`config.mk`:
```
export PLATFORM = sky130hd
export DESIGN_NAME = acc_core
export DESIGN_NICKNAME = d
export VERILOG_FILES = /design/src/rtl/acc_core_pkg.sv /design/src/rtl/acc_core_dec.sv /design/src/rtl/acc_core_alu.sv /design/src/rtl/acc_core.sv
export SDC_FILE = /design/constraint.sdc
export NUM_CORES = 1
export LEC_CHECK = 0
export BUFFER_PORTS_ARGS = -buffer_cell sky130_fd_sc_hd__buf_4
export CAP_MARGIN = 30
export CORE_ASPECT_RATIO = 1.4
export CORE_MARGIN = 2
export CORE_UTILIZATION = 40
export DETAILED_ROUTE_END_ITERATION = 16
export GPL_ROUTABILITY_DRIVEN = 0
export MAX_ROUTING_LAYER = met4
export PLACE_DENSITY = 0.7
export SYNTH_ARGS = -nofsm -noshare
export SYNTH_HDL_FRONTEND = slang
export SYNTH_SLANG_ARGS = --single-unit
```
`constraint.sdc`:
```
create_clock -name clk_i -period 3.23 [get_ports clk_i]
set_input_delay 0.646 -clock clk_i [delete_from_list [all_inputs] [get_ports clk_i]]
set_output_delay 0.646 -clock clk_i [all_outputs]
set_load 0.05 [all_outputs]
```
`src/rtl/acc_core_pkg.sv`:
```
package acc_core_pkg;
  localparam int DW = 8;
  localparam int AW = 2 * DW;

  localparam logic [DW-1:0] OPC_PREFIX = 8'h18;
  localparam logic [DW-1:0] OPC_CLRA   = 8'h4F;
  localparam logic [DW-1:0] OPC_INCB   = 8'h5C;
  localparam logic [DW-1:0] OPC_LDA_I  = 8'h86;
  localparam logic [DW-1:0] OPC_LDA_D  = 8'h96;
  localparam logic [DW-1:0] OPC_LDA_E  = 8'hB6;
  localparam logic [DW-1:0] OPC_ADD_I  = 8'h8B;
  localparam logic [DW-1:0] OPC_ADD_D  = 8'h9B;
  localparam logic [DW-1:0] OPC_ADD_E  = 8'hBB;
  localparam logic [DW-1:0] OPC_STA_D  = 8'h97;
  localparam logic [DW-1:0] OPC_STA_E  = 8'hB7;
  localparam logic [DW-1:0] OPC_BRA    = 8'h20;
  localparam logic [DW-1:0] OPC2_XCHG  = 8'h8F;
  localparam logic [DW-1:0] OPC2_DECY  = 8'h09;

  typedef enum logic [2:0] {
    OP_CLRA, OP_INCB, OP_XCHG, OP_DECY, OP_LDA, OP_ADD, OP_STA, OP_BRA
  } op_e;

  typedef enum logic [2:0] {M_INH, M_IMM, M_DIR, M_EXT, M_REL} mode_e;

  typedef struct packed {
    logic  legal;
    logic  prefix;
    op_e   op;
    mode_e mode;
  } dec_t;

  typedef enum logic [2:0] {S_FETCH, S_DEC, S_OP1, S_OP2, S_MEM, S_HALT} st_e;
endpackage

```
`src/rtl/acc_core_dec.sv`:
```
module acc_core_dec
  import acc_core_pkg::*;
(
  input  logic          page_i,
  input  logic [DW-1:0] byte_i,
  output dec_t          dec_o
);
  always_comb begin
    dec_o = '{legal: 1'b1, prefix: 1'b0, op: OP_CLRA, mode: M_INH};
    if (page_i) begin
      unique case (byte_i)
        OPC2_XCHG: dec_o.op = OP_XCHG;
        OPC2_DECY: dec_o.op = OP_DECY;
        default:   dec_o.legal = 1'b0;
      endcase
    end else begin
      unique case (byte_i)
        OPC_PREFIX: dec_o.prefix = 1'b1;
        OPC_CLRA:   dec_o.op = OP_CLRA;
        OPC_INCB:   dec_o.op = OP_INCB;
        OPC_LDA_I:  begin dec_o.op = OP_LDA; dec_o.mode = M_IMM; end
        OPC_LDA_D:  begin dec_o.op = OP_LDA; dec_o.mode = M_DIR; end
        OPC_LDA_E:  begin dec_o.op = OP_LDA; dec_o.mode = M_EXT; end
        OPC_ADD_I:  begin dec_o.op = OP_ADD; dec_o.mode = M_IMM; end
        OPC_ADD_D:  begin dec_o.op = OP_ADD; dec_o.mode = M_DIR; end
        OPC_ADD_E:  begin dec_o.op = OP_ADD; dec_o.mode = M_EXT; end
        OPC_STA_D:  begin dec_o.op = OP_STA; dec_o.mode = M_DIR; end
        OPC_STA_E:  begin dec_o.op = OP_STA; dec_o.mode = M_EXT; end
        OPC_BRA:    begin dec_o.op = OP_BRA; dec_o.mode = M_REL; end
        default:    dec_o.legal = 1'b0;
      endcase
    end
  end
endmodule

```
`src/rtl/acc_core_alu.sv`:
```
module acc_core_alu
  import acc_core_pkg::*;
(
  input  logic [DW-1:0] a_i,
  input  logic [DW-1:0] m_i,
  input  logic          add_i,
  input  logic          c_i,
  output logic [DW-1:0] res_o,
  output logic [3:0]    flg_o
);
  logic [DW:0] sum;
  logic        ovf;

  assign sum = {1'b0, a_i} + {1'b0, m_i};
  assign ovf = (a_i[DW-1] == m_i[DW-1]) && (sum[DW-1] != a_i[DW-1]);

  always_comb begin
    if (add_i) begin
      res_o = sum[DW-1:0];
      flg_o = {sum[DW-1], sum[DW-1:0] == '0, ovf, sum[DW]};
    end else begin
      res_o = m_i;
      flg_o = {m_i[DW-1], m_i == '0, 1'b0, c_i};
    end
  end
endmodule

```
`src/rtl/acc_core.sv`:
```
module acc_core
  import acc_core_pkg::*;
#(
  parameter logic [15:0] RESET_PC = 16'h0100
) (
  input  logic          clk_i,
  input  logic          rst_ni,
  output logic [AW-1:0] mem_addr_o,
  output logic          mem_we_o,
  output logic [DW-1:0] mem_wdata_o,
  input  logic [DW-1:0] mem_rdata_i,
  output logic [DW-1:0] acc_a_o,
  output logic [DW-1:0] acc_b_o,
  output logic [AW-1:0] idx_y_o,
  output logic [AW-1:0] pc_o,
  output logic [3:0]    flags_o,
  output logic          retire_o,
  output logic          illegal_o
);
  st_e           state_q;
  logic          page_q;
  op_e           op_q;
  mode_e         mode_q;
  logic [DW-1:0] hi_q, a_q, b_q;
  logic [AW-1:0] pc_q, y_q;
  logic [3:0]    flg_q;
  logic          done_q, halt_q;

  dec_t          dec;
  logic [DW-1:0] alu_res;
  logic [3:0]    alu_flg;
  logic [3:0]    sta_flg;
  logic [AW-1:0] rel_off;

  acc_core_dec u_dec (
    .page_i(page_q),
    .byte_i(mem_rdata_i),
    .dec_o (dec)
  );

  acc_core_alu u_alu (
    .a_i  (a_q),
    .m_i  (mem_rdata_i),
    .add_i(op_q == OP_ADD),
    .c_i  (flg_q[0]),
    .res_o(alu_res),
    .flg_o(alu_flg)
  );

  assign sta_flg = {a_q[DW-1], a_q == '0, 1'b0, flg_q[0]};
  assign rel_off = {{(AW-DW){mem_rdata_i[DW-1]}}, mem_rdata_i};

  always_comb begin
    mem_addr_o  = pc_q;
    mem_we_o    = 1'b0;
    mem_wdata_o = a_q;
    unique case (state_q)
      S_OP1: if (mode_q == M_DIR) begin
        mem_addr_o = {{(AW-DW){1'b0}}, mem_rdata_i};
        mem_we_o   = (op_q == OP_STA);
      end
      S_OP2: begin
        mem_addr_o = {hi_q, mem_rdata_i};
        mem_we_o   = (op_q == OP_STA);
      end
      default: ;
    endcase
  end

  always_ff @(posedge clk_i or negedge rst_ni) begin
    if (!rst_ni) begin
      state_q <= S_FETCH;
      page_q  <= 1'b0;
      op_q    <= OP_CLRA;
      mode_q  <= M_INH;
      hi_q    <= '0;
      a_q     <= '0;
      b_q     <= '0;
      y_q     <= '0;
      pc_q    <= RESET_PC;
      flg_q   <= '0;
      done_q  <= 1'b0;
      halt_q  <= 1'b0;
    end else begin
      done_q <= 1'b0;
      unique case (state_q)
        S_FETCH: begin
          pc_q    <= pc_q + 1'b1;
          page_q  <= 1'b0;
          state_q <= S_DEC;
        end
        S_DEC: begin
          if (!dec.legal) begin
            halt_q  <= 1'b1;
            state_q <= S_HALT;
          end else if (dec.prefix) begin
            page_q <= 1'b1;  // second opcode byte is being read at pc_q
            pc_q   <= pc_q + 1'b1;
          end else begin
            op_q   <= dec.op;
            mode_q <= dec.mode;
            if (dec.mode == M_INH) begin
              unique case (dec.op)
                OP_CLRA: begin a_q <= '0; flg_q <= 4'b0100; end
                OP_INCB: b_q <= b_q + 1'b1;
                OP_XCHG: begin {a_q, b_q} <= y_q; y_q <= {a_q, b_q}; end
                OP_DECY: y_q <= y_q - 1'b1;
                default: ;
              endcase
              done_q  <= 1'b1;
              state_q <= S_FETCH;
            end else begin
              pc_q    <= pc_q + 1'b1;
              state_q <= S_OP1;
            end
          end
        end
        S_OP1: begin
          unique case (mode_q)
            M_IMM: begin
              a_q <= alu_res; flg_q <= alu_flg;
              done_q <= 1'b1; state_q <= S_FETCH;
            end
            M_REL: begin
              pc_q <= pc_q + rel_off;
              done_q <= 1'b1; state_q <= S_FETCH;
            end
            M_DIR: begin
              if (op_q == OP_STA) begin
                flg_q <= sta_flg; done_q <= 1'b1; state_q <= S_FETCH;
              end else begin
                state_q <= S_MEM;
              end
            end
            default: begin
              hi_q    <= mem_rdata_i;
              pc_q    <= pc_q + 1'b1;
              state_q <= S_OP2;
            end
          endcase
        end
        S_OP2: begin
          if (op_q == OP_STA) begin
            flg_q <= sta_flg; done_q <= 1'b1; state_q <= S_FETCH;
          end else begin
            state_q <= S_MEM;
          end
        end
        S_MEM: begin
          a_q <= alu_res; flg_q <= alu_flg;
          done_q <= 1'b1; state_q <= S_FETCH;
        end
        default: state_q <= S_HALT;
      endcase
    end
  end

  assign acc_a_o   = a_q;
  assign acc_b_o   = b_q;
  assign idx_y_o   = y_q;
  assign pc_o      = pc_q;
  assign flags_o   = flg_q;
  assign retire_o  = done_q;
  assign illegal_o = halt_q;

  a_r2_pc_step: assert property (@(posedge clk_i) disable iff (!rst_ni)
    (state_q == S_FETCH) |=> (pc_q == $past(pc_q) + 16'd1));
  a_r8_dir_page_zero: assert property (@(posedge clk_i) disable iff (!rst_ni)
    (state_q == S_OP1 && mem_we_o) |-> (mem_addr_o[AW-1:DW] == '0));
  a_r11_halt_sticky: assert property (@(posedge clk_i) disable iff (!rst_ni)
    illegal_o |=> illegal_o);
  a_r11_no_write: assert property (@(posedge clk_i) disable iff (!rst_ni)
    illegal_o |-> !mem_we_o);
  a_r11_frozen: assert property (@(posedge clk_i) disable iff (!rst_ni)
    illegal_o |=> ($stable(pc_q) && $stable(a_q) && $stable(b_q) && $stable(y_q) && $stable(flg_q)));
  a_r12_excl: assert property (@(posedge clk_i) disable iff (!rst_ni)
    !(retire_o && illegal_o));
endmodule

```
# [Word-level counts from Yosys, hierarchy flattened]
# Index checks and enable logic that the tools add are counted.
# Widths: inputs -> output; s select.
[word_totals] output_inout_bits=79 ff_bits=72 word_cells=143
[op_classes] bitwise=3 addsub=5 n_reduce_logical=33 eq_ne=39 muxes=51
[op_table] cell="$pmux 16 s2" n=3
[op_table] cell="$eq 8x8->1 const B" n=9
[op_table] cell="$mux 16" n=4
[op_table] cell="$pmux 16 s3" n=1
[op_table] cell="$mux 8" n=5
[op_table] cell="$pmux 8 s2" n=2
[op_table] cell="$pmux 3 s5" n=2
[op_table] cell="$logic_not 8->1" n=3
[op_table] cell="$mux 4" n=6
[op_table] cell="$pmux 8 s3" n=1
[op_table] cell="$add 16x1->16 const B" n=1
[op_table] cell="$add 16x16->16" n=1
[op_table] cell="$eq 8x7->1 const B" n=2
[op_table] cell="$pmux 4 s4" n=1
[op_table] cell="$sub 16x1->16 const B" n=1
[op_table] cell="$eq 3x2->1 const B" n=5
[op_table] cell="$mux 3" n=5
[op_table] cell="$reduce_or 3->1" n=5
[op_table] cell="$eq 3x3->1 const B" n=4
[op_table] cell="$mux 1" n=12
[op_table] cell="$pmux 3 s4" n=1
[op_table] cell="$reduce_and 6->1" n=2
[op_table] cell="$reduce_or 12->1" n=1
[op_table] cell="$ne 2x2->1 const B" n=5
[op_table] cell="other kinds (29)" n=49

# [Depth between registers and ports, before layout]
# Gate-level depths: netlist of run 1.
[logic_depth] depth_word=10 ltp_mapped=11 mapped_depth_nobuf=11

# [Hierarchy]
# From an unflattened synthesis of run 1, not the netlist that was laid out.
[hier_totals] cells_unflattened=709 area_unflattened_um2=5834.3
[by_module_without_submodules] module="acc_core" n_inst=1 area_each_um2=4993.5 cells_each=592 seq_area_each_um2=1803.0
[by_module_without_submodules] module="acc_core_alu" n_inst=1 area_each_um2=555.5 cells_each=73 seq_area_each_um2=0.0
[by_module_without_submodules] module="acc_core_dec" n_inst=1 area_each_um2=285.3 cells_each=44 seq_area_each_um2=0.0

# [Least setup slack after synthesis of run 1]
# Ideal clock, no wire load.
[synth_timing] kind="flip-flop to output port" from="register state_q[1]" to="output mem_addr_o[2]" n_path_buf=3 path_slack_ps=142 t_required_ps=2584 t_arrival_ps=2442 path_stages_with_launch=7 cell_sequence="dfrtp_1 > clkbuf_1 > nor2b_1 > o21ai_0 > clkbuf_1 > buf_1 > o21ai_0"
[synth_between] elab_chain_cells=2
[synth_rtl] item="start, declared" line="acc_core.sv:20" text="st_e state_q;"
[synth_rtl] item="start signal, assigned" line="acc_core.sv:72" text="state_q <= S_FETCH;"
[synth_rtl] item="start signal, assigned" line="acc_core.sv:90" text="state_q <= S_DEC;"
[synth_rtl] item="start signal, assigned" line="acc_core.sv:95" text="state_q <= S_HALT;"
[synth_rtl] item="$eq 3x2->1" line="acc_core.sv:57" text="unique case (state_q)"
[synth_rtl] item="$pmux 16 s2 (*)" line="acc_core.sv:57"
[synth_rtl] item="end, declared" line="acc_core.sv:8" text="output logic [AW-1:0] mem_addr_o,"
# Every way passes the cells marked *; elsewhere a longest branch is shown, timed or not.

# [Final worst setup path of run 1]
[layout_timing] from="register pc_q[0], in the netlist pc_o[0]" to="register pc_q[14], in the netlist pc_o[14]"
[layout_between] elab_chain_cells=5
[layout_rtl] item="start, declared" line="acc_core.sv:25" text="logic [AW-1:0] pc_q, y_q;"
[layout_rtl] item="start signal, assigned" line="acc_core.sv:88" text="pc_q <= pc_q + 1'b1;"
[layout_rtl] item="start signal, assigned" line="acc_core.sv:98" text="pc_q <= pc_q + 1'b1;"
[layout_rtl] item="start signal, assigned" line="acc_core.sv:113" text="pc_q <= pc_q + 1'b1;"
[layout_rtl] item="$add 16x1->16"
[layout_rtl] item="$mux 16" line="acc_core.sv:102" text="if (dec.mode == M_INH) begin"
[layout_rtl] item="$mux 16" line="acc_core.sv:96" text="end else if (dec.prefix) begin"
[layout_rtl] item="$mux 16" line="acc_core.sv:93" text="if (!dec.legal) begin"
[layout_rtl] item="$pmux 16 s3 (*)" line="acc_core.sv:86" text="unique case (state_q)"
# Every way passes the cells marked *; elsewhere a longest branch is shown, timed or not. The select of a mux whose other input is x is not followed.
# A chain may end at the register's enable or synchronous reset.

==> key figures, run 1 <==
Run status
  – Status: finished, final reports clean

CTS
  – CTS root buffer: clkbuf_16
  – # hold bufs at CTS: 0
  – CTS HTree Levels: 3
  – Clock slew at reported path FFs: 0.06 ns
  – Num CTS Buffers: 9
  – CTS resizes: 0
  – CTS max path bufs: 2
  – CTS tree: built
  – Setup bufs post-CTS: 0
  – CTS sink cnt: 72
  – Clk_lat worst skew: 0.34 ns

STA
  – Rel. slew slack: 0.482
  – Setup ws final: 0.350 ns
  – Worst-margin pin slew: 0.778 ns
  – Final Max Tran Viols: 0
  – Final hold vios: 0
  – RSZ-0062 raised after global routing: no
  – Min Hold Slack: 0.0902 ns
  – Clock Skew: 0.00713 ns
  – Minimum clock period: 2.88 ns
  – Setup tns final: 0 ns
  – Final setup fails: 0
  – Achievable Freq: 347 MHz
  – Fin crit share: 0.892

Place
  – IO Port Bufs: 88
  – Detailed Place HPWL: 12.1 mm
  – Cell Area, Placed: 6400 µm²
  – Dpl ws: 0.113 ns

Yosys
  – Post-synth EDFFs: 0
  – Synth Area in Compound Gates: 0.268
  – Adder-cell share of the synthesized area: 0.0654
  – Sequential share of the synthesized area: 0.323
  – Flops & latches, synth: 72
  – Post-synthesis mux area share: 0.0291
  – Async SR Flop Fraction: 1.00
  – Synth warn: 0
  – Post-synth top area share: 0.318
  – Cell taking the most area after synthesis: dfrtp_1
  – Simple-gate share of the synthesized area: 0.224
  – Syn nets: 726
  – Top cells by area, synth: dfrtp_1, o21ai_0, ha_1, a21oi_1, nor2_1
  – Syn Std Cell Area: 5590 µm²
  – Main combinational cell family by area after synthesis: compound AO/OA/AOI/OAI gates
  – Mean post-synth cell area: 8.12 µm²
  – Synth unique cells: 70
  – Post-synthesis cell count: 688
  – Primary FF master, synth: dfrtp_1
  – Synth Area in XOR/XNOR: 0.0361

Cells and area
  – Commonest non-fill, non-tap cell in the layout: buf_4
  – Final instance area: 6690 µm²
  – Nets: 796
  – Layout cells sized above 1: 0.194
  – # diodes: 0
  – Area delta synth->final: 19.7%
  – Leading cell types in the layout, fill and taps excluded: buf_4, o21ai_0, dfrtp_1, nor2_1

Drt
  – Vias per cell: 5.84
  – Initial detailed-routing violation count: 249
  – ANT nets after route: 0
  – Wire per inst: 17.4 µm
  – Via count: 5522
  – # DRC: 0
  – WL final: 16.5 mm
  – 1st-pass router iterations: 5

Die
  – Num ports: 89
  – DIE AREA: 14900 µm²
  – Initial Util: 0.405
  – Core Footprint: 13800 µm²
  – Die height: 144 µm
  – Die Wd: 104 µm
  – # rows: 51

Critical path
  – R2R cell count: 12
  – WS Path Type: flip-flop to flip-flop
  – Critical-path maximum fanout: 7
  – Startpoint Class: flip-flop
  – Crit path arrival time: 3.13 ns
  – Worst R2R Start: pc_o[0]
  – Reg2reg setup slack: 0.35 ns
  – Required time of the critical path: 3.48 ns
  – Type of element capturing the critical path: flip-flop
  – R2r endpoint: pc_o[14]

GRT
  – GRT Overall Usage: 0.228
  – Vias in the first global route: 5172
  – First-pass GRT wire length: 26.5 mm
  – GRT overflow: 0
  – Largest net degree at the start of global routing: 73
  – Initial antenna violation count: 0

Flow run
  – Max-cap violations: 0

Hold path
  – HP Class: primary input to async pin

Power
  – Maximum VDD drop: 0.217 mV
  – Leak Pwr: 2.89 nW
  – P per Cell Area: 296 nW/µm²
  – Total power: 0.00198 W
## worst max path at each step
stage                     depth (start not counted)       endpoint      startpoint  slack, ns
after floorplan                                   6  mem_addr_o[2]      state_q[1]       0.14
after global placement                           13       pc_o[14]  mem_rdata_i[0]       0.17
after detailed placement                         13       pc_o[14]  mem_rdata_i[0]       0.11
after CTS                                        12       pc_o[14]         pc_o[0]       0.34
after global routing                             12       pc_o[14]         pc_o[0]       0.02
final                                            12       pc_o[14]         pc_o[0]       0.35
## area by class of cell
type / count / area (µm²)
clock inverter: 3 / 20.0
inverter: 17 / 63.8
clock buffer: 11 / 243
multi-input combinational: 549 / 3490
timing repair buffer: 109 / 838
sequential: 72 / 1800
tap: 185 / 231
fill: 1395 / 7090
## sequential cells by signal (all words and copies together), names as in the netlist
name,count
acc_b_o,8
page_q,1
illegal_o,1
flags_o,4
acc_a_o,8
retire_o,1
hi_q,8
idx_y_o,16
mode_q,3
op_q,3
pc_o,16
state_q,3
## kinds of logic (layout without fill, tap and decap cells)
group | after synthesis | count (layout)
XOR/XNOR | 23 | 23
multiplexers | 15 | 15
adder cells (fa/ha/maj) | 28 | 28
AO/OA/AOI/OAI | 238 | 238
flip-flops | 72 | 72
buffers and inverters | 67 | 140
AND/OR/NAND/NOR | 245 | 245
## synthesized netlist by cell type (all sizes together) (3+ instances only)
cell type,n
nor3,22
xor2,8
dfrtp,71
nor4,8
o21a,8
o22a,5
a211oi,6
a21o,7
ha,26
nand3b,5
a22o,10
nor2b,7
mux2i,5
o41ai,3
mux2,10
o22ai,3
or2,4
o211ai,6
a21oi,55
xnor2,15
o21ai,81
nor2,67
clkbuf,32
and3b,4
and3,4
o31ai,6
a22oi,10
a31oi,17
buf,18
inv,17
or3,8
nand4b,3
nand2,55
nor3b,6
nand2b,11
nand3,29
## report_power, final
| group | total [W] | leakage, nW | internal, W | switching, W |
|---|---|---|---|---|
| clock | 0.000916 | 0.123 | 0.000531 | 0.000385 |
| combinational | 0.000154 | 1.82 | 0.0000567 | 0.0000972 |
| sequential | 0.000912 | 0.943 | 0.000908 | 0.00000395 |
| total | 0.00198 | 2.89 | 0.00150 | 0.000486 |
## critical path, cell delays in order, from the launching register on
cell and delay [ns]:
dfrtp_1 0.46, ha_1 0.24, inv_1 0.07, fa_1 0.41, nor2b_1 0.11, o21ai_0 0.09, a21boi_0 0.28, o41ai_1 0.10
buf_4 0.15, o311ai_0 0.31, o211ai_1 0.16, xor2_1 0.16, a211oi_1 0.24
## metal layers
layer	global-route usage	routed length [µm]	vias up	share of wire
met3	0.0376	783	44	0.048
met5	-	0	-	0
met1	0.265	6940	2620	0.42
li1	-	-	2664	-
met4	0.0953	505	0	0.031
met2	0.391	8240	194	0.50
## metrics by stage
step	instances	utilization
6_report	946	0.485
5_1_grt	946	0.485
3_3_place_gp	931	0.464
2_1_floorplan	688	-
4_1_cts	945	0.483
3_5_place_dp	931	0.464
(Power assumes the default switching activity.)
==> run 2: changes to the inputs <==
--- a/config.mk
+++ b/config.mk
@@ -6,6 +6,6 @@
 export NUM_CORES = 1
 export LEC_CHECK = 0
+export ABC_AREA = 1
 export BUFFER_PORTS_ARGS = -buffer_cell sky130_fd_sc_hd__buf_4
-export CAP_MARGIN = 30
 export CORE_ASPECT_RATIO = 1.4
 export CORE_MARGIN = 2
@@ -14,5 +14,5 @@
 export GPL_ROUTABILITY_DRIVEN = 0
 export MAX_ROUTING_LAYER = met4
-export PLACE_DENSITY = 0.7
+export PLACE_DENSITY = 0.69
 export SYNTH_ARGS = -nofsm -noshare
 export SYNTH_HDL_FRONTEND = slang
==> constraint.sdc (replaced) <==
create_clock -name clk_i -period 3.23 [get_ports clk_i]
set_input_delay 0.646 -clock clk_i [delete_from_list [all_inputs] [get_ports clk_i]]
set_output_delay 0.646 -clock clk_i [all_outputs]
set_load 0.01 [all_outputs]
==> key figures, run 2 <==
Place
  – Cell Area, Placed: 6920 µm² (+8.1%)
  – IO Port Bufs: 88 (unchanged)
  – Detailed Place HPWL: 15.0 mm (+24%)

Yosys
  – Primary FF master, synth: dfrtp_1
  – Synth warn: 0 (unchanged)
  – Top cells by area, synth: dfrtp_1, nand2_1, nand3_1, o21ai_0, inv_1
  – Post-synthesis cell count: 947 (+38%)
  – Sequential share of the synthesized area: 0.293 (-0.0295)
  – Mean post-synth cell area: 6.49 µm² (-20%)
  – Cell taking the most area after synthesis: dfrtp_1
  – Syn Std Cell Area: 6150 µm² (+10%)
  – Commonest cells post-synth: nand2_1, inv_1, nand3_1, o21ai_0, nor2_1
  – Flops & latches, synth: 72 (unchanged)
  – Post-synth top area share: 0.289 (-0.0290)
  – Most frequent cell after synthesis: nand2_1
  – Synth unique cells: 43 (-39%)
  – Async SR Flop Fraction: 1.00 (unchanged)
  – Post-synth EDFFs: 0 (unchanged)
  – Syn nets: 985 (+36%)

Critical path
  – Cell breakdown of the critical path: nor2_4, inv_4, nor2_8, nand2_2, nand2_1, inv_2, o21ai_0, buf_4
  – Buf+Inv Stages, Crit Path: 3 (+1)
  – CP max stage delay: 0.48 ns (+0.02 ns)
  – Delay-heaviest family, CP: simple AND/OR/NAND/NOR gates
  – Crit path arrival time: 2.33 ns (-0.80 ns)
  – WS Path Type: flip-flop to output port
  – Type of element capturing the critical path: output port
  – Startpoint Class: flip-flop
  – Critical-path top delay cell: dfrtp_1
  – Critical-path maximum fanout: 18 (+11)
  – Required time of the critical path: 2.58 ns (-0.90 ns)

STA
  – Clock Skew: 0.00623 ns (-0.000903 ns)
  – Worst-margin pin slew: 0.964 ns (+0.186 ns)
  – Rel. slew slack: 0.357 (-0.124)
  – Setup tns final: 0 ns (unchanged)
  – Final Max Tran Viols: 0 (unchanged)
  – RSZ-0062 raised after global routing: no
  – Final setup fails: 0 (unchanged)
  – Min Hold Slack: 0.443 ns (+0.352 ns)
  – Minimum clock period: 2.97 ns (+0.0922 ns)
  – Fin crit share: 0.920 (+0.0286)
  – Achievable Freq: 336 MHz (-3.1%)
  – Final hold vios: 0 (unchanged)

Cells and area
  – Commonest non-fill, non-tap cell in the layout: nand2_1
  – Area delta synth->final: 17.7%
  – Final instance area: 7240 µm² (+8.2%)
  – Layout cells sized above 1: 0.140 (-0.0545)
  – # diodes: 0 (unchanged)
  – Leading cell types in the layout, fill and taps excluded: nand2_1, inv_1, nand3_1, o21ai_0, buf_4
  – Core Util, Final: 0.481 (-0.00445)
  – Nets: 1063 (+34%)

CTS
  – Clk_lat worst skew: 0.35 ns (about the same)
  – CTS max path bufs: 2 (unchanged)
  – CTS tree: built
  – CTS HTree Levels: 3 (unchanged)
  – Num CTS Buffers: 9 (unchanged)
  – CTS sink cnt: 72 (unchanged)
  – Clock slew at reported path FFs: 0.06 ns (about the same)
  – CTS root buffer: clkbuf_16

GRT
  – Largest net degree at the start of global routing: 73 (unchanged)
  – Vias in the first global route: 6190 (+20%)
  – GRT Overall Usage: 0.250 (+0.0225)
  – GRT overflow: 0 (unchanged)
  – Initial antenna violation count: 0 (unchanged)
  – First-pass GRT wire length: 30.8 mm (+16%)

Drt
  – Wire per inst: 15.9 µm (-8.9%)
  – Via count: 6575 (+19%)
  – Vias per cell: 5.38 (-7.7%)
  – Initial detailed-routing violation count: 435 (+75%)
  – # DRC: 0 (unchanged)
  – 1st-pass router iterations: 5 (unchanged)
  – WL final: 19.4 mm (+18%)
  – ANT nets after route: 0 (unchanged)

Die
  – Die Wd: 109 µm (+4.7%)
  – Initial Util: 0.409 (+0.00312)
  – Core Footprint: 15100 µm² (+9.2%)
  – # rows: 53 (+3.9%)
  – Die height: 151 µm (+4.8%)
  – DIE AREA: 16400 µm² (+9.7%)
  – Num ports: 89 (unchanged)

Power
  – Leak Pwr: 3.67 nW (+27%)
  – Maximum VDD drop: 0.269 mV (+24%)
  – P per Cell Area: 296 nW/µm² (about the same)

Hold path
  – HP Class: primary input to async pin

Flow run
  – Max-cap violations: 0 (unchanged)

Run status
  – Status: finished, final reports clean
-- run 2: changes by cell type in the layout (fill, tap and decap cells not counted), moves of 13 or more --
cell,before,now
nor2_1,67,80
inv_1,17,102
inv_2,0,15
o21ai_0,76,98
a31oi_1,17,3
nand2_1,55,261
nand4_1,1,16
buf_4,108,94
o21ai_1,4,25
a21oi_1,55,37
nand3_1,29,98
-- run 2: worst paths after layout --
kind                             from        endpoint  slack (ns)  depth (start not counted)
setup / recovery           state_q[2]  mem_addr_o[10]        0.26                          8
hold / removal                 rst_ni      acc_b_o[1]        0.44                          1
max in group asynchronous      rst_ni        pc_o[10]        2.16                          1
min in group clk_i          illegal_o       illegal_o        0.46                          2
setup reg to reg               page_q      acc_a_o[2]        0.98                         10
hold reg to reg             illegal_o       illegal_o        0.46                          2
-- run 2: where the power goes --
group          internal (W)  switching [W]
logic             0.0000473       0.000116
registers          0.000903    0.000000815
clock network      0.000674       0.000402
-- run 2: cell type report --
type                            instances  area [µm²]
Clock inverter                          5        82.6
Fill cell                            1580        7820
Sequential cell                        72        1800
Inverter                              120         453
Tap cell                              192         240
Clock buffer                           10         229
Timing Repair Buffer                   94         706
Multi-Input combinational cell        728        3720
-- run 2: logic make-up (layout without fill, tap and decap cells) --
kind of cell / after synthesis / count (layout) / synth area share
flip-flops: 72 / 72 / 0.293
XOR/XNOR: 23 / 23 / 0.0328
AO/OA/AOI/OAI: 177 / 177 / 0.150
multiplexers: 5 / 5 / 0.00834
adder cells (fa/ha/maj): 28 / 28 / 0.0594
buffers and inverters: 147 / 229 / 0.101
AND/OR/NAND/NOR: 495 / 495 / 0.355
-- run 2: layer usage --
layer  GRT usage  routed length (µm)
met2       0.446               10100
met1       0.277                7720
met5           -                   0
met4       0.110                 690
met3      0.0312                 876
-- run 2: worst reg2reg max path, delay by kind of cell, from the launching register on --
family	cells	cell delay, ns
DFF	1	0.48
buffers and inverters	1	0.31
and+or+nand+nor	9	1.39
-- run 2: through the flow --
step | setup WS [ns] | power, W | std cells
finish | 0.258 | 0.00214 | 1221
global route | 0.166 | 0.00222 | 1221
detailed placement | 0.457 | 0.00108 | 1205
global placement | 0.445 | 0.00108 | 1205
floorplan | 0.871 | 0.00101 | 947
CTS | 0.0740 | 0.00216 | 1220
-- run 2: what timing repair did --
item	4_1_cts	5_1_grt
resized for setup	0	0
buffers inserted	0	1
setup endpoints to repair	0	5
hold buffers	0	0
